--- src/rtl/wbl_pkg.sv ---
package wbl_pkg;
  typedef enum logic [3:0] {
    S_IDLE, S_UNL1, S_UNL2, S_WCNT, S_LOAD, S_FULL, S_HAND,
    S_ABT0, S_ABT1, S_ABT2
  } wbl_state_e;

  localparam int KEY_AW = 11;
  localparam logic [7:0] C_KEY1    = 8'hAA;
  localparam logic [7:0] C_KEY2    = 8'h55;
  localparam logic [7:0] C_LOADCMD = 8'h25;
  localparam logic [7:0] C_CONFIRM = 8'h29;
  localparam logic [7:0] C_EXIT    = 8'hF0;
  localparam logic [KEY_AW-1:0] A_KEY1 = 11'h555;
  localparam logic [KEY_AW-1:0] A_KEY2 = 11'h2AA;
endpackage

--- src/rtl/wbl_wordbuf.sv ---
module wbl_wordbuf #(
  parameter int DEPTH  = 16,
  parameter int DATA_W = 16,
  localparam int IDX_W = $clog2(DEPTH)
) (
  input  logic                    clk,
  input  logic                    rst_n,
  input  logic                    clr,
  input  logic                    we,
  input  logic [IDX_W-1:0]        idx,
  input  logic [DATA_W-1:0]       wdata,
  output logic [DEPTH*DATA_W-1:0] words,
  output logic [DEPTH-1:0]        mask
);
  for (genvar i = 0; i < DEPTH; i++) begin : g_slot
    logic hit;
    assign hit = we && (idx == IDX_W'(i));
    always_ff @(posedge clk or negedge rst_n) begin
      if (!rst_n) begin
        words[i*DATA_W +: DATA_W] <= '0;
        mask[i]                   <= 1'b0;
      end else if (clr) begin
        mask[i] <= 1'b0;
      end else if (hit) begin
        words[i*DATA_W +: DATA_W] <= wdata;
        mask[i]                   <= 1'b1;
      end
    end
  end
endmodule

--- src/rtl/wbl_seq.sv ---
module wbl_seq
  import wbl_pkg::*;
#(
  parameter int ADDR_W  = 22,
  parameter int DATA_W  = 16,
  parameter int DEPTH   = 16,
  parameter int BLK_LSB = 15,
  localparam int IDX_W  = $clog2(DEPTH),
  localparam int BLK_W  = ADDR_W - BLK_LSB,
  localparam int LINE_W = ADDR_W - IDX_W
) (
  input  logic              clk,
  input  logic              rst_n,
  input  logic              acc,
  input  logic              taken,
  input  logic [ADDR_W-1:0] addr,
  input  logic [DATA_W-1:0] data,
  output wbl_state_e        state,
  output logic              buf_we,
  output logic              buf_clr,
  output logic [BLK_W-1:0]  blk_q,
  output logic [LINE_W-1:0] line_q,
  output logic [DATA_W-1:0] last_q
);
  localparam logic [DATA_W-1:0] MAX_WC = DATA_W'(DEPTH - 1);

  logic [IDX_W-1:0] left_q;
  logic             first_q;
  logic is_key1, is_key2, is_exit, wc_ok, win_ok, blk_ok;

  assign is_key1 = (addr[KEY_AW-1:0] == A_KEY1) && (data[7:0] == C_KEY1);
  assign is_key2 = (addr[KEY_AW-1:0] == A_KEY2) && (data[7:0] == C_KEY2);
  assign is_exit = (addr[KEY_AW-1:0] == A_KEY1) && (data[7:0] == C_EXIT);
  assign wc_ok   = (data <= MAX_WC);
  assign win_ok  = first_q || (addr[ADDR_W-1:IDX_W] == line_q);
  assign blk_ok  = (addr[ADDR_W-1:BLK_LSB] == blk_q);

  assign buf_clr = acc && (state == S_WCNT) && wc_ok;
  assign buf_we  = acc && (state == S_LOAD) && win_ok;

  always_ff @(posedge clk or negedge rst_n) begin
    if (!rst_n) begin
      state   <= S_IDLE;
      left_q  <= '0;
      first_q <= 1'b0;
      blk_q   <= '0;
      line_q  <= '0;
      last_q  <= '0;
    end else if (state == S_HAND) begin
      if (taken) state <= S_IDLE;
    end else if (acc) begin
      unique case (state)
        S_IDLE: if (is_key1) state <= S_UNL1;
        S_UNL1: state <= is_key2 ? S_UNL2 : S_IDLE;
        S_UNL2: state <= (data[7:0] == C_LOADCMD) ? S_WCNT : S_IDLE;
        S_WCNT: begin
          if (wc_ok) begin
            state   <= S_LOAD;
            left_q  <= IDX_W'(data);
            first_q <= 1'b1;
            blk_q   <= addr[ADDR_W-1:BLK_LSB];
          end else begin
            state <= S_ABT0;
          end
        end
        S_LOAD: begin
          if (!win_ok) begin
            state <= S_ABT0;
          end else begin
            first_q <= 1'b0;
            line_q  <= addr[ADDR_W-1:IDX_W];
            last_q  <= data;
            left_q  <= left_q - 1'b1;
            if (left_q == '0) state <= S_FULL;
          end
        end
        S_FULL: state <= (data[7:0] == C_CONFIRM && blk_ok) ? S_HAND : S_ABT0;
        S_ABT0: if (is_key1) state <= S_ABT1;
        S_ABT1: state <= is_key2 ? S_ABT2 : S_ABT0;
        S_ABT2: state <= is_exit ? S_IDLE : S_ABT0;
        default: state <= S_IDLE;
      endcase
    end
  end
endmodule

--- src/rtl/wbl_loader.sv ---
module wbl_loader
  import wbl_pkg::*;
#(
  parameter int ADDR_W  = 22,
  parameter int DATA_W  = 16,
  parameter int DEPTH   = 16,
  parameter int BLK_LSB = 15,
  localparam int IDX_W  = $clog2(DEPTH),
  localparam int BLK_W  = ADDR_W - BLK_LSB,
  localparam int LINE_W = ADDR_W - IDX_W
) (
  input  logic                    clk,
  input  logic                    rst_n,
  input  logic                    wr_valid,
  output logic                    wr_ready,
  input  logic [ADDR_W-1:0]       wr_addr,
  input  logic [DATA_W-1:0]       wr_data,
  output logic                    pgm_valid,
  input  logic                    pgm_ready,
  output logic [BLK_W-1:0]        pgm_block,
  output logic [LINE_W-1:0]       pgm_line,
  output logic [DEPTH*DATA_W-1:0] pgm_words,
  output logic [DEPTH-1:0]        pgm_mask,
  output logic                    poll_dq7,
  output logic                    abort_flag
);
  wbl_state_e  state;
  logic        acc, buf_we, buf_clr;
  logic [DATA_W-1:0] last_word;

  assign acc = wr_valid && wr_ready;

  wbl_seq #(
    .ADDR_W(ADDR_W), .DATA_W(DATA_W), .DEPTH(DEPTH), .BLK_LSB(BLK_LSB)
  ) seq_i (
    .clk(clk), .rst_n(rst_n), .acc(acc), .taken(pgm_ready),
    .addr(wr_addr), .data(wr_data), .state(state),
    .buf_we(buf_we), .buf_clr(buf_clr),
    .blk_q(pgm_block), .line_q(pgm_line), .last_q(last_word)
  );

  wbl_wordbuf #(.DEPTH(DEPTH), .DATA_W(DATA_W)) buf_i (
    .clk(clk), .rst_n(rst_n), .clr(buf_clr), .we(buf_we),
    .idx(wr_addr[IDX_W-1:0]), .wdata(wr_data),
    .words(pgm_words), .mask(pgm_mask)
  );

  assign pgm_valid  = (state == S_HAND);
  assign wr_ready   = !pgm_valid;
  assign poll_dq7   = pgm_valid && !last_word[7];
  assign abort_flag = (state == S_ABT0) || (state == S_ABT1) || (state == S_ABT2);
endmodule

--- config.mk ---
export PLATFORM = sky130hd
export DESIGN_NAME = wbl_loader
export DESIGN_NICKNAME = d
export VERILOG_FILES = /design/src/rtl/wbl_pkg.sv /design/src/rtl/wbl_wordbuf.sv /design/src/rtl/wbl_seq.sv /design/src/rtl/wbl_loader.sv
export SDC_FILE = /design/constraint.sdc
export NUM_CORES = 1
export LEC_CHECK = 0
export ABC_AREA = 1
export ABC_CLOCK_PERIOD_IN_PS = 2200
export CAP_MARGIN = 20
export CORE_ASPECT_RATIO = 1.75
export CORE_MARGIN = 2
export CORE_UTILIZATION = 55
export DETAILED_ROUTE_END_ITERATION = 16
export DONT_BUFFER_PORTS = 1
export PLACE_DENSITY = 0.7
export SYNTH_ARGS = -nofsm -noshare
export SYNTH_HDL_FRONTEND = slang
export SYNTH_SLANG_ARGS = --single-unit
--- constraint.sdc ---
create_clock -name clk -period 2.2 [get_ports clk]
set_clock_uncertainty 0.2 [all_clocks]
set_input_delay 0.11 -clock clk [delete_from_list [all_inputs] [get_ports clk]]
set_output_delay 0.11 -clock clk [all_outputs]
set_load 0.03 [all_outputs]
# == Word-level counts from Yosys, hierarchy flattened ==
# Cells that the tools add are included.
# word_totals
regBits,314
in_bits,42
output_inout_bits,301
wordCells,205
# classes
addsub,1
order_cmp,1
eq_ne,39
muxes,52
bitwise,2
reduce_logical,72
# ops
cell,n
== test 4 bit (second input constant),10
two-way mux 4 bit,10
case mux 4 bit (9 select lines),1
nonzero test 2 bit,18
two-way mux 1 bit,35
== test 4 x 3 -> 1 bit (second input constant),8
AND reduction 2 bit,16
logical AND 1 bit,26
== test 18 bit,1
== test 4 x 2 -> 1 bit (second input constant),4
== test 8 x 6 -> 1 bit (second input constant),2
== test 8 bit (second input constant),2
less-or-equal comparator 16 x 4 -> 1 bit (second input constant),1
logical NOT 4 bit,3
== test 11 x 10 -> 1 bit (second input constant),1
== test 11 bit (second input constant),1
AND reduction 5 bit,2
== test 4 x 1 -> 1 bit (second input constant),2
== test 8 x 7 -> 1 bit (second input constant),1
case mux 4 bit (2 select lines),1
AND reduction 4 bit,2
== test 7 bit,1
two-way mux 2 bit,3
inequality test 2 x 1 -> 1 bit (second input constant),3
other kinds (8),13

# == Longest topological paths before layout ==
# Gate-level depths: netlist of the first run.
# logic_depth
ltp_word,8
ltp_mapped,13
mapped_depth_nobuf,12

# == By module ==
# Synthesis of the first run repeated with hierarchy kept, for this count alone.
# hier_totals
hier_cells,1607
area_unflattened_um2,13528.0
# by_module_without_submodules
module,instances,cells_each,area_each_um2,seq_area_each_um2
wbl_wordbuf,1,1205,10575.1,6806.5
wbl_seq,1,386,2877.8,1251.2
wbl_loader,1,16,75.1,0.0

# == Least setup slack after synthesis of the first run ==
# Ideal clock, no wire load.
# synth_timing
path_type,register to register
from,register seq_i.state[3]
to,register buf_i.words[163]
setup_ns,0.123
t_arrival_ns,1.903
required_time_ns,1.877
setup_slack_ns,-0.026
stages_incl_launch_ff,13
path_buffers,2
synth_period_minus_slack_ns,2.226
cell_sequence,dfrtp_1 inv_1 nand2_2 nor3_4 inv_2 nand2_2 inv_2 nand2_2 inv_4 buf_12 nand4_4 buf_8 o21ai_2
# synth_via
elab_chain_len,7
elab_cells_between_ends,12
cone_classes,eq/ne (3); bitwise (1); reduce/logical (8)
# synth_rtl
item,line_no,rtl
start: declaration,wbl_seq.sv:18,"output wbl_state_e state,"
start signal: assignment,wbl_seq.sv:54,S_UNL1: state <= is_key2 ? S_UNL2 : S_IDLE;
start signal: assignment,wbl_seq.sv:55,S_UNL2: state <= (data[7:0] == C_LOADCMD) ? S_WCNT : S_IDLE;
start signal: assignment,wbl_seq.sv:77,S_FULL: state <= (data[7:0] == C_CONFIRM && blk_ok) ? S_HAND : S_ABT0;
== test 4 x 3 -> 1 bit *,wbl_loader.sv:48,assign pgm_valid = (state == S_HAND);
named net pgm_valid,wbl_loader.sv:18,"output logic pgm_valid,"
logical NOT 1 bit *,wbl_loader.sv:49,assign wr_ready = !pgm_valid;
named net wr_ready,wbl_loader.sv:15,"output logic wr_ready,"
logical AND 1 bit *,wbl_loader.sv:31,assign acc = wr_valid && wr_ready;
logical AND 1 bit (on tied branches) (2 in series),"wbl_seq.sv:39, wbl_seq.sv:38",
logical AND 1 bit or NOT 1 bit (tied branches),-,
AND reduction 2 bit (no source line) *,-,
end signal: indexed assignment,wbl_wordbuf.sv:25,words[i*DATA_W +: DATA_W] <= wdata;
end: declaration,wbl_wordbuf.sv:12,"output logic [DEPTH*DATA_W-1:0] words,"
# The timed path passes the listed nets; every way through them passes the cells marked *.
# A chain may end at the register's enable or synchronous reset.

# == Worst setup path in the final report of the first run ==
# layout_timing
from,register seq_i.line_q[12]
to,register buf_i.words[182]
# layout_via
elab_chain_len,5
# layout_rtl
item,line_no,rtl
start: declaration,wbl_seq.sv:22,"output logic [LINE_W-1:0] line_q,"
start signal: assignment,wbl_seq.sv:71,line_q <= addr[ADDR_W-1:IDX_W];
== test 18 bit,wbl_seq.sv:35,assign win_ok = first_q || (addr[ADDR_W-1:IDX_W] == line_q);
logical OR 1 bit,wbl_seq.sv:35,
logical AND 1 bit,wbl_seq.sv:39,assign buf_we = acc && (state == S_LOAD) && win_ok;
logical AND 1 bit,wbl_wordbuf.sv:17,assign hit = we && (idx == IDX_W'(i));
AND reduction 2 bit (no source line),-,
# Every way passes these cells.

==> metrics.md, run 1 <==
| Metric | Value |
|---|---|
| Die Footprint | 23500 um2 |
| Clock insertion delay at the later pin of the skew report | 550 ps |
| Row Count | 72 |
| Worst vdd ir | 0.000653 V |
| Synthesis Warnings | 0 |
| Final setup violation count | 12 |
| Maximum clock frequency | 0.440 GHz |
| Via-per-instance ratio | 5.75 |
| Initial antenna violation count | 1 |
| Initial Utilization | 0.557 |
| Overall Global Routing Usage | 0.300 |
| Number of buffers added by the clock tree synthesis step | 27 |
| Top cell by count, worst path | sky130_fd_sc_hd__nand2_1 |
| Static leakage power | 7.04 nW |
| CP Depth | 14 |
| Port-buffer cells | 0 |
| Number of max-cap violations | 0 |
| Register-to-Register Path Depth | 14 |
| Launch point of the critical path | seq_i.line_q[12] |
| Power density of the placed cells | 781 nW/um2 |
| Slowest cell on the critical path | sky130_fd_sc_hd__dfrtp_1 |
| Final nets | 1401 |
| Wire length reported by the detailed router | 38800 um |
| Routed via count | 9640 |
| Fraction of layout instances using a drive strength above 1 | 0.155 |
| Register clock-pin slew on the reported worst setup and hold paths | 70 ps |
| CTS Hold Buffers Added | 43 |
| Setup crit start kind | register |
| Tcrit/Tclk final | 1.03 |
| Critical register-to-register path endpoint | buf_i.words[182] |
| Number of H-tree branching levels | 1 |
| Crit-path cells | inv_1, nand2_1, nand2_1, nor2_1, nand3_2, nor2_2, nand2_2, buf_6, nand2_4, nand4_1, buf_6, clkbuf_16, nand2_1, o21ai_1 |
| Avg Synthesized Cell Area | 9.65 um2 |
| RSZ-0062 raised after global routing | true |
| Largest fanout of any net on the critical path | 8 |
| Number of sinks handled by clock tree synthesis | 307 |
| Hold Path Class | input pin to asynchronous set/reset pin |
| Synth-to-layout area growth | 21.2% |
| Placed wire-length estimate | 22900 um |
| CTS tree | built |
| Grt ovf | 0 |
| Remaining antenna violation count | 0 |
| Detailed-route DRC error count | 0 |
| Number of synthesized register bits | 307 |
| Placer Congestion | 0.926 |
| Final-layout worst hold slack | -937 ps |
| Total I/O pin count | 343 |
| Violated checks | hold timing, setup timing |
| Cell family with most CP delay | simple AND/OR/NAND/NOR gates |
| Outcome | finished, violations left |
| Root Buffer | sky130_fd_sc_hd__clkbuf_16 |
| FF-to-FF setup slack | -70 ps |
| Final Total Pwr | 11.6 mW |
| Maximum number of pins on one net before global-route repair | 308 |
| Die outline width | 117 um |
| Detailed-router iteration count before antenna repair | 6 |
| Number of endpoints with negative hold slack in the final report | 307 |
| Peak per-stage delay on the critical path | 390 ps |
| Type of the worst setup path | register to register |
| Core Area | 22000 um2 |
| Count of different cell masters after synthesis | 34 |
| Critical path buffers and inverters | 4 |
| Leading cell types in the layout, fill and taps excluded | sky130_fd_sc_hd__nand2_1 (373), sky130_fd_sc_hd__dfrtp_1 (307), sky130_fd_sc_hd__o21ai_0 (222) |
| Time the final worst path needs with I/O delays and setup | 2270 ps |
| Leading cell type in the layout, fill and taps excluded | sky130_fd_sc_hd__nand2_1 |
| Arrival @ worst endpoint | 2500 ps |
| Average detailed-routed wire length per instance | 23.2 um |
| Post-synthesis instance area | 12300 um2 |
| Vias in the first global route | 8966 |
| Slew at the pin closest to its max-slew limit | 856 ps |
| Sequential share of the synthesized area | 0.627 |
| Worst slew margin relative to its limit | 0.427 |
| Bufs on Longest Clock Path | 3 |
| Reg2reg start | seq_i.line_q[12] |
| Violation count after the first detailed-route iteration | 866 |
| Number of max-slew violations in the final report | 0 |
| Capturing element type of the critical path | register |
| Required time at the worst-slack endpoint | 2430 ps |
| Die height | 201 um |
| Global-route wire length before repair | 53100 um |
| Setup crit end | buf_i.words[182] |
| Nets in the synthesized netlist | 1313 |
| Synth Instances | 1270 |
| Final WS setup | -70.7 ps |
## cell type report
class / instances / area (um2)
flip-flops and latches: 307 / 7680
fillers: 1749 / 7130
multi-input cells: 838 / 4250
repair buffers: 115 / 1240
clock buffers: 32 / 734
well taps: 296 / 370
clock inverters: 18 / 308
inverters: 69 / 267
diodes: 1 / 2.50
## timing repair
item | CTS | global route
endpoints found under the setup margin | 27 | 294
gates cloned | 1 | 23
gates resized for setup | 5 | 107
endpoints found under the hold margin | 607 | 307
buffers inserted | 0 | 9
pin swaps | 1 | 16
## synth_stat cells (all sizes together)
cell type / number / share of area
nand2: 392 / 0.12
dfrtp: 307 / 0.63
o21ai: 293 / 0.12
inv: 69 / 0.021
nor2: 57 / 0.017
buf: 45 / 0.027
nand3: 40 / 0.025
clkbuf: 29 / 0.0098
xor2: 16 / 0.011
nand4: 7 / 0.0048
nor3: 5 / 0.0030
a21boi: 2 / 0.0012
or2: 2 / 0.0010
a21oi: 1 / 0.00041
ha: 1 / 0.0010
nor4: 1 / 0.00051
o211ai: 1 / 0.00061
o21bai: 1 / 0.00061
o22ai: 1 / 0.00051
## registers in the layout (all words and copies together) (netlist names)
name,flops
seq_i.first_q,1
seq_i.state,4
seq_i.last_q,1
buf_i.mask,16
seq_i.line_q,18
buf_i.words,256
seq_i.blk_q,7
seq_i.left_q,4
## how the worst min path moves through the flow
stage                     depth (start not counted)               end
after floorplan                                   0     buf_i.mask[0]
after global placement                            0  buf_i.words[248]
after detailed placement                          0  buf_i.words[248]
after CTS                                         0  buf_i.words[136]
after global routing                              0  buf_i.words[138]
final                                             0  buf_i.words[248]
## layer usage
metal  vias up  wire, um  global-route usage
li1       4315         -                   -
met2       481     20300               0.495
met3       118      3110              0.0774
met4         0      1830               0.146
met1      4726     13600               0.360
met5         -         0                   0
## cells by family (layout without fill, tap and decap cells)
| family | count (synthesis) | after routing | share of synthesized area |
|---|---|---|---|
| and+or+nand+nor | 504 | 522 | 0.174 |
| DFF | 307 | 307 | 0.627 |
| AOI/OAI and AO/OA | 299 | 299 | 0.128 |
| buffers and inverters | 143 | 234 | 0.0582 |
| xor gates and xnor gates | 16 | 16 | 0.0114 |
| adders and majority gates | 1 | 1 | 0.00102 |
| other | 0 | 1 | 0 |
## power breakdown
group | total [mW] | switching, mW | leakage [nW] | internal [mW]
sequential | 5.67 | 0.0141 | 4.28 | 5.65
combinational | 0.440 | 0.299 | 2.24 | 0.142
clock | 5.49 | 2.15 | 0.512 | 3.34
total | 11.6 | 2.47 | 7.04 | 9.13
## through the flow
stage	util	instance area (um2)	TNS [ps]	cells	worst slack, ps
detailed placement	0.579	12700	-97.4	1551	-22.4
floorplan	-	12300	0	1270	13.1
CTS	0.647	14200	-51.3	1645	-32.1
finish	0.676	14900	-433	1676	-70.7
global route	0.676	14900	-15640	1676	-199
global placement	0.579	12700	0	1551	25.6
(Power assumes the default switching activity.)
==> run 2, diff against run 1 <==
--- a/config.mk
+++ b/config.mk
@@ -13,7 +13,8 @@
 export CORE_UTILIZATION = 55
 export DETAILED_ROUTE_END_ITERATION = 16
 export DONT_BUFFER_PORTS = 1
-export PLACE_DENSITY = 0.7
+export PLACE_DENSITY = 0.71
+export SKIP_CTS_REPAIR_TIMING = 1
 export SYNTH_ARGS = -nofsm -noshare
 export SYNTH_HDL_FRONTEND = slang
 export SYNTH_SLANG_ARGS = --single-unit
==> run 2 against run 1 <==
The flow still finishes with violations (hold timing, setup timing); via count increased by 6.2%; sequential power about the same; cell count increased by 3.0%; first-iteration DRC count increased by 30%; clock power decreased by 4.2%; critical path type unchanged; critical endpoint is now buf_i.words[240]; largest cell class unchanged; largest power group unchanged.
==> metrics.md, run 2 (same netlist as run 1, synthesis figures left out) <==
| Metric | Value |
|---|---|
| Outcome | finished, violations left (unchanged) |
| Violated checks | hold timing, setup timing (unchanged) |
| Total area of multi-input combinational cells | 4610 um2 (was 4250 um2) |
| Final Total Pwr | 11.4 mW (was 11.6 mW) |
| Clock insertion delay at the later pin of the skew report | 570 ps (was 550 ps) |
| Required time at the worst-slack endpoint | 2460 ps (was 2430 ps) |
| Fin area | 15600 um2 (was 14900 um2) |
| Time the final worst path needs with I/O delays and setup | 2250 ps (was 2270 ps) |
| Sequential Area | 7680 um2 (about the same) |
| Grt ovf | 0 (unchanged) |
| Die height | 201 um (unchanged) |
| Capturing element type of the critical path | register (unchanged) |
| Slew at the pin closest to its max-slew limit | 1210 ps (was 856 ps) |
| Maximum number of pins on one net before global-route repair | 308 (unchanged) |
| Met2 Wirelength | 22200 um (was 20300 um) |
| Worst slew margin relative to its limit | 0.191 (was 0.427) |
| Number of max-slew violations in the final report | 0 (unchanged) |
| Number of max-cap violations | 0 (unchanged) |
| Global-route wire length before repair | 50600 um (was 53100 um) |
| Core Area | 22000 um2 (unchanged) |
| Initial antenna violation count | 0 (was 1) |
| Number of buffers added by the clock tree synthesis step | 27 (unchanged) |
| Largest registers | buf_i.words (256), seq_i.line_q (18), buf_i.mask (16) (unchanged) |
| Reg with most FFs | buf_i.words (unchanged) |
| Leading cell type in the layout, fill and taps excluded | sky130_fd_sc_hd__nand2_1 (unchanged) |
| Average detailed-routed wire length per instance | 24.6 um (was 23.2 um) |
| Bufs on Longest Clock Path | 3 (unchanged) |
| Cell area after placement | 12700 um2 (about the same) |
| Arrival @ worst endpoint | 2510 ps (was 2500 ps) |
| Final nets | 1453 (was 1401) |
| Wire length reported by the detailed router | 42500 um (was 38800 um) |
| Initial Utilization | 0.557 (unchanged) |
| Port-buffer cells | 0 (unchanged) |
| Met1 routed wirelength after detailed routing | 14200 um (was 13600 um) |
| Register clock-pin slew on the reported worst setup and hold paths | 70 ps (about the same) |
| Final-layout worst hold slack | -962 ps (was -937 ps) |
| Detailed-router iteration count before antenna repair | 6 (unchanged) |
| Worst vdd ir | 0.000741 V (was 0.000653 V) |
| Hold Path Class | input pin to asynchronous set/reset pin (unchanged) |
| Number of antenna repair diodes | 0 (was 1) |
| Met3 layer wire length in the routed design | 3860 um (was 3110 um) |
| Routed via count | 10200 (was 9640) |
| RSZ-0062 raised after global routing | true (unchanged) |
| Type of the worst setup path | register to register (unchanged) |
| Highest routing layer actually used | met4 (unchanged) |
| Power density of the placed cells | 728 nW/um2 (was 781 nW/um2) |
| Number of sinks handled by clock tree synthesis | 307 (unchanged) |
| Die Footprint | 23500 um2 (unchanged) |
| Final setup violation count | 9 (was 12) |
| Row Count | 72 (unchanged) |
| Violation count after the first detailed-route iteration | 1128 (was 866) |
| Final standard cell utilization of the core | 0.712 (was 0.676) |
| Number of flip-flops in the largest register | 256 (unchanged) |
| Detailed-route DRC error count | 0 (unchanged) |
| Number of H-tree branching levels | 1 (unchanged) |
| Root Buffer | sky130_fd_sc_hd__clkbuf_16 (unchanged) |
| CTS tree | built (unchanged) |
| Via-per-instance ratio | 5.93 (was 5.75) |
| Largest fanout of any net on the critical path | 6 (was 8) |
| Static leakage power | 7.31 nW (was 7.04 nW) |
| Total I/O pin count | 343 (unchanged) |
| Vias in the first global route | 8568 (was 8966) |
| Final WS setup | -48.0 ps (was -70.7 ps) |
| Maximum clock frequency | 0.445 GHz (was 0.440 GHz) |
| Placer Congestion | 0.883 (was 0.926) |
| # fillers | 1614 (was 1749) |
| Synth-to-layout area growth | 27.7% (was 21.2%) |
| Overall Global Routing Usage | 0.285 (was 0.300) |
| Setup crit start kind | register (unchanged) |
| Number of endpoints with negative hold slack in the final report | 316 (was 307) |
| Leading cell types in the layout, fill and taps excluded | sky130_fd_sc_hd__nand2_1 (351), sky130_fd_sc_hd__dfrtp_1 (306), sky130_fd_sc_hd__o21ai_0 (197) (was sky130_fd_sc_hd__nand2_1 (373), sky130_fd_sc_hd__dfrtp_1 (307), sky130_fd_sc_hd__o21ai_0 (222)) |
| Placed wire-length estimate | 22700 um (was 22900 um) |
| Tcrit/Tclk final | 1.02 (was 1.03) |
| Fraction of layout instances using a drive strength above 1 | 0.190 (was 0.155) |
| Remaining antenna violation count | 0 (unchanged) |
| Die outline width | 117 um (unchanged) |
## run 2: metrics by stage
| step | setup slack (ps) | hold slack [ps] | instances | setup TNS, ps |
|---|---|---|---|---|
| after floorplan | 13.1 | -386 | 1270 | 0 |
| after global placement | 26.5 | -380 | 1547 | 0 |
| after detailed placement | -43.3 | -382 | 1547 | -330 |
| after CTS | -68.1 | -980 | 1596 | -832 |
| after global routing | -148 | -986 | 1726 | -5830 |
| final | -48.0 | -962 | 1726 | -187 |
## run 2: routing by layer
metal / vias up / GRT usage
li1: 4462 / -
met1: 5068 / 0.344
met2: 566 / 0.470
met3: 142 / 0.0780
met4: 0 / 0.129
met5: - / 0
## run 2: critical path, cell delays in order (launching register included)
cell                        delay, ps
sky130_fd_sc_hd__dfrtp_1          400
sky130_fd_sc_hd__inv_2            110
sky130_fd_sc_hd__nand2_4           80
sky130_fd_sc_hd__nor3_4           260
sky130_fd_sc_hd__inv_2             90
sky130_fd_sc_hd__nand2_4          120
sky130_fd_sc_hd__inv_6             50
sky130_fd_sc_hd__nand2_8           90
sky130_fd_sc_hd__clkinv_8          80
sky130_fd_sc_hd__buf_12           150
sky130_fd_sc_hd__nand3_4          140
sky130_fd_sc_hd__clkbuf_16        190
sky130_fd_sc_hd__nand2_2           50
sky130_fd_sc_hd__o21ai_1          100
## run 2: where the power goes
part | switching [mW] | total (mW) | internal, mW
combinational | 0.312 | 0.471 | 0.158
sequential | 0.0149 | 5.67 | 5.65
clock | 2.20 | 5.26 | 3.06
## run 2: final timing paths
path	start	end	slack [ps]	cells past startpoint
setup / recovery	seq_i.state[3]	buf_i.words[240]	-50	13
hold / removal	rst_n	buf_i.words[186]	-960	0
setup reg to reg	seq_i.state[3]	buf_i.words[240]	-50	13
hold reg to reg	seq_i.left_q[1]	seq_i.left_q[1]	290	2
max in group asynchronous	rst_n	buf_i.words[58]	2060	0
min in group clk	wr_data[4]	seq_i.state[3]	-60	8
## run 2: cell type report
| cell class | count | area share |
|---|---|---|
| clock inverter | 18 | 0.0175 |
| inverter | 69 | 0.0177 |
| timing repair buffer | 152 | 0.108 |
| tap | 296 | 0.0237 |
| timing repair inverter | 2 | 0.00160 |
| clock buffer | 31 | 0.0454 |
| sequential | 307 | 0.491 |
| multi-input combinational | 851 | 0.295 |
==> run 3, diff against run 2 <==
--- a/config.mk
+++ b/config.mk
@@ -6,14 +6,14 @@
 export NUM_CORES = 1
 export LEC_CHECK = 0
 export ABC_AREA = 1
-export ABC_CLOCK_PERIOD_IN_PS = 2200
+export ABC_CLOCK_PERIOD_IN_PS = 1850
 export CAP_MARGIN = 20
 export CORE_ASPECT_RATIO = 1.75
 export CORE_MARGIN = 2
 export CORE_UTILIZATION = 55
 export DETAILED_ROUTE_END_ITERATION = 16
 export DONT_BUFFER_PORTS = 1
-export PLACE_DENSITY = 0.71
+export PLACE_DENSITY = 0.74
 export SKIP_CTS_REPAIR_TIMING = 1
 export SYNTH_ARGS = -nofsm -noshare
 export SYNTH_HDL_FRONTEND = slang
==> constraint.sdc (replaced) <==
create_clock -name clk -period 1.85 [get_ports clk]
set_clock_uncertainty 0.2 [all_clocks]
set_input_delay 0.0925 -clock clk [delete_from_list [all_inputs] [get_ports clk]]
set_output_delay 0.0925 -clock clk [all_outputs]
set_load 0.03 [all_outputs]
==> run 3 against run 2 <==
The run still ends with hold timing, setup timing left; sequential share of layout area increased by 1.9 points; via count decreased by 5.2%; global-route usage increased by 1.7 points; combinational power increased by 28%; final area decreased by 3.4%; utilization decreased by 2.4 points; die area unchanged; clock power increased by 6.8%; highest routed layer unchanged; wire length decreased by 9.9%; register-to-register slack got worse by 260 ps; largest cell class unchanged.
==> metrics.md, run 3 (same netlist as run 1, synthesis figures left out) <==
| Metric | Value |
|---|---|
| Outcome | finished, violations left (unchanged) |
| Violated checks | hold timing, setup timing (unchanged) |
| Static leakage power | 7.29 nW (was 7.31 nW) |
| Power share of the clock group | 0.434 (was 0.461) |
| Tcrit/Tclk final | 1.17 (was 1.02) |
| Capturing element type of the critical path | register (unchanged) |
| Hold Path Class | input pin to asynchronous set/reset pin (unchanged) |
| Register clock-pin slew on the reported worst setup and hold paths | 70 ps (about the same) |
| RSZ-0062 raised after global routing | true (unchanged) |
| Switching share of power | 0.219 (was 0.222) |
| Final WS setup | -313 ps (was -48.0 ps) |
| Number of cells after detailed placement | 1595 (was 1547) |
| Type of the worst setup path | register to register (unchanged) |
| Placer Congestion | 0.862 (was 0.883) |
| Number of buffers added by the clock tree synthesis step | 26 (was 27) |
| Crit-path cells | nand2_1, nand2_1, nor2_2, nand3_2, nor2_4, nand2_4, nand2_4, buf_6, nand3_4, clkbuf_16, o21ai_1 (was inv_2, nand2_4, nor3_4, inv_2, nand2_4, inv_6, nand2_8, clkinv_8, buf_12, nand3_4, clkbuf_16, nand2_2, o21ai_1) |
| Internal power consumption | 10.1 mW (was 8.87 mW) |
| Final Total Pwr | 13.0 mW (was 11.4 mW) |
| Required time at the worst-slack endpoint | 2090 ps (was 2460 ps) |
| Largest registers | buf_i.words (256), seq_i.line_q (18), buf_i.mask (16) (unchanged) |
| Total I/O pin count | 343 (unchanged) |
| CTS tree | built (unchanged) |
| Global-route wire length before repair | 53500 um (was 50600 um) |
| Final standard cell utilization of the core | 0.688 (was 0.712) |
| Final-layout worst hold slack | -953 ps (was -962 ps) |
| Die outline width | 117 um (unchanged) |
| Final setup violation count | 299 (was 9) |
| Maximum number of pins on one net before global-route repair | 308 (unchanged) |
| Number of H-tree branching levels | 1 (unchanged) |
| Core Area | 22000 um2 (unchanged) |
| Net Switching | 2.84 mW (was 2.53 mW) |
| Sum Neg Setup Slack | -51630 ps (was -187 ps) |
| Slowest cell on the critical path | sky130_fd_sc_hd__dfrtp_2 (was sky130_fd_sc_hd__dfrtp_1) |
| Sequential fraction of design power | 0.520 (was 0.497) |
| Peak per-stage delay on the critical path | 420 ps (was 400 ps) |
| Number of sinks handled by clock tree synthesis | 307 (unchanged) |
| Die height | 201 um (unchanged) |
| Routed via count | 9704 (was 10200) |
| Placed wire-length estimate | 23800 um (was 22700 um) |
| Port-buffer cells | 0 (unchanged) |
| Leading cell types in the layout, fill and taps excluded | sky130_fd_sc_hd__nand2_1 (348), sky130_fd_sc_hd__dfrtp_1 (289), sky130_fd_sc_hd__o21ai_1 (140) (was sky130_fd_sc_hd__nand2_1 (351), sky130_fd_sc_hd__dfrtp_1 (306), sky130_fd_sc_hd__o21ai_0 (197)) |
| Number of max-cap violations | 0 (unchanged) |
| Setup crit start kind | register (unchanged) |
| Initial Utilization | 0.557 (unchanged) |
| Largest fanout of any net on the critical path | 16 (was 6) |
| Detailed-router iteration count before antenna repair | 5 (was 6) |
| Leading cell type in the layout, fill and taps excluded | sky130_fd_sc_hd__nand2_1 (unchanged) |
| Maximum clock frequency | 0.462 GHz (was 0.445 GHz) |
| Root Buffer | sky130_fd_sc_hd__clkbuf_16 (unchanged) |
| Synth-to-layout area growth | 23.4% (was 27.7%) |
| Number of max-slew violations in the final report | 0 (unchanged) |
| Worst slew margin relative to its limit | 0.220 (was 0.191) |
| Row Count | 72 (unchanged) |
| Reg with most FFs | buf_i.words (unchanged) |
| Fraction of layout instances using a drive strength above 1 | 0.203 (was 0.190) |
| Overall Global Routing Usage | 0.302 (was 0.285) |
| Die Footprint | 23500 um2 (unchanged) |
| Clock insertion delay at the later pin of the skew report | 540 ps (was 570 ps) |
| Average detailed-routed wire length per instance | 22.6 um (was 24.6 um) |
| Vias in the first global route | 9090 (was 8568) |
| Violation count after the first detailed-route iteration | 790 (was 1128) |
| # fillers | 1654 (was 1614) |
| Initial antenna violation count | 1 (was 0) |
| Via-per-instance ratio | 5.71 (was 5.93) |
| Worst vdd ir | 0.000807 V (was 0.000741 V) |
| Number of flip-flops in the largest register | 256 (unchanged) |
| Arrival @ worst endpoint | 2410 ps (was 2510 ps) |
| Time the final worst path needs with I/O delays and setup | 2160 ps (was 2250 ps) |
| Bufs on Longest Clock Path | 3 (unchanged) |
| Grt ovf | 0 (unchanged) |
| Final non-filler cell total | 1699 (was 1726) |
| Number of endpoints with negative hold slack in the final report | 400 (was 316) |
| Slew at the pin closest to its max-slew limit | 1170 ps (was 1210 ps) |
| Share of power burned in combinational logic | 0.047 (was 0.041) |
| Final nets | 1425 (was 1453) |
| Detailed-route DRC error count | 0 (unchanged) |
| Remaining antenna violation count | 0 (unchanged) |
| Power density of the placed cells | 857 nW/um2 (was 728 nW/um2) |
| Wire length reported by the detailed router | 38300 um (was 42500 um) |
## run 3: cell count changes in the layout (fill, tap and decap cells not counted), moves of 18 or more
cell                            delta
sky130_fd_sc_hd__buf_4            +18
sky130_fd_sc_hd__dlygate4sd3_1    -20
sky130_fd_sc_hd__o21ai_1          +74
sky130_fd_sc_hd__nand3_4          -28
sky130_fd_sc_hd__o21ai_0          -76
## run 3: path summary, 6_finish.rpt
check,slack (ps),end,cells past startpoint,start
worst max-delay path,-310,buf_i.words[158],11,seq_i.line_q[8]
worst min-delay path,-950,seq_i.line_q[9],0,rst_n
worst max register to register,-310,buf_i.words[158],11,seq_i.line_q[8]
worst min register to register,310,seq_i.last_q[7],2,seq_i.last_q[7]
max in group asynchronous,1360,seq_i.line_q[6],0,rst_n
min in group clk,-100,seq_i.state[2],8,wr_data[1]
## run 3: stage by stage
| stage | cell area [um2] | setup slack (ps) |
|---|---|---|
| final | 15100 | -313 |
| after global routing | 15100 | -394 |
| after CTS | 14100 | -318 |
| after detailed placement | 13300 | -276 |
| after global placement | 13300 | -258 |
| after floorplan | 12600 | -337 |
## run 3: critical path, delay by kind of cell, from the launching register on
| kind | cells | cell delay [ps] |
|---|---|---|
| buffers and inverters | 2 | 340 |
| and+or+nand+nor | 8 | 890 |
| DFF | 1 | 420 |
| AOI/OAI and AO/OA | 1 | 200 |
## run 3: power groups by stage
stage               clock [mW]  sequential, mW  combinational [mW]
floorplan                    0            6.87               0.231
finish                    5.62            6.73               0.603
detailed placement           0            6.86               0.495
global placement             0            6.86               0.490
CTS                       5.67            6.73               0.497
global route              5.95            6.73               0.645
## run 3: routing by layer
| layer | global-route usage | wire, um | up-vias |
|---|---|---|---|
| li1 | - | - | 4332 |
| met1 | 0.369 | 14000 | 4744 |
| met2 | 0.493 | 19100 | 501 |
| met3 | 0.0738 | 3050 | 127 |
| met4 | 0.155 | 2160 | 0 |
| met5 | 0 | 0 | - |
## run 3: area by class of cell
type,count,area (um2),area share
Clock buffer,39,771,0.0510
Clock inverter,9,98.8,0.00654
Tap cell,296,370,0.0245
Timing Repair Buffer,157,1750,0.116
Sequential cell,307,7700,0.510
Antenna cell,1,2.50,0.000166
Inverter,69,264,0.0175
Multi-Input combinational cell,821,4160,0.275
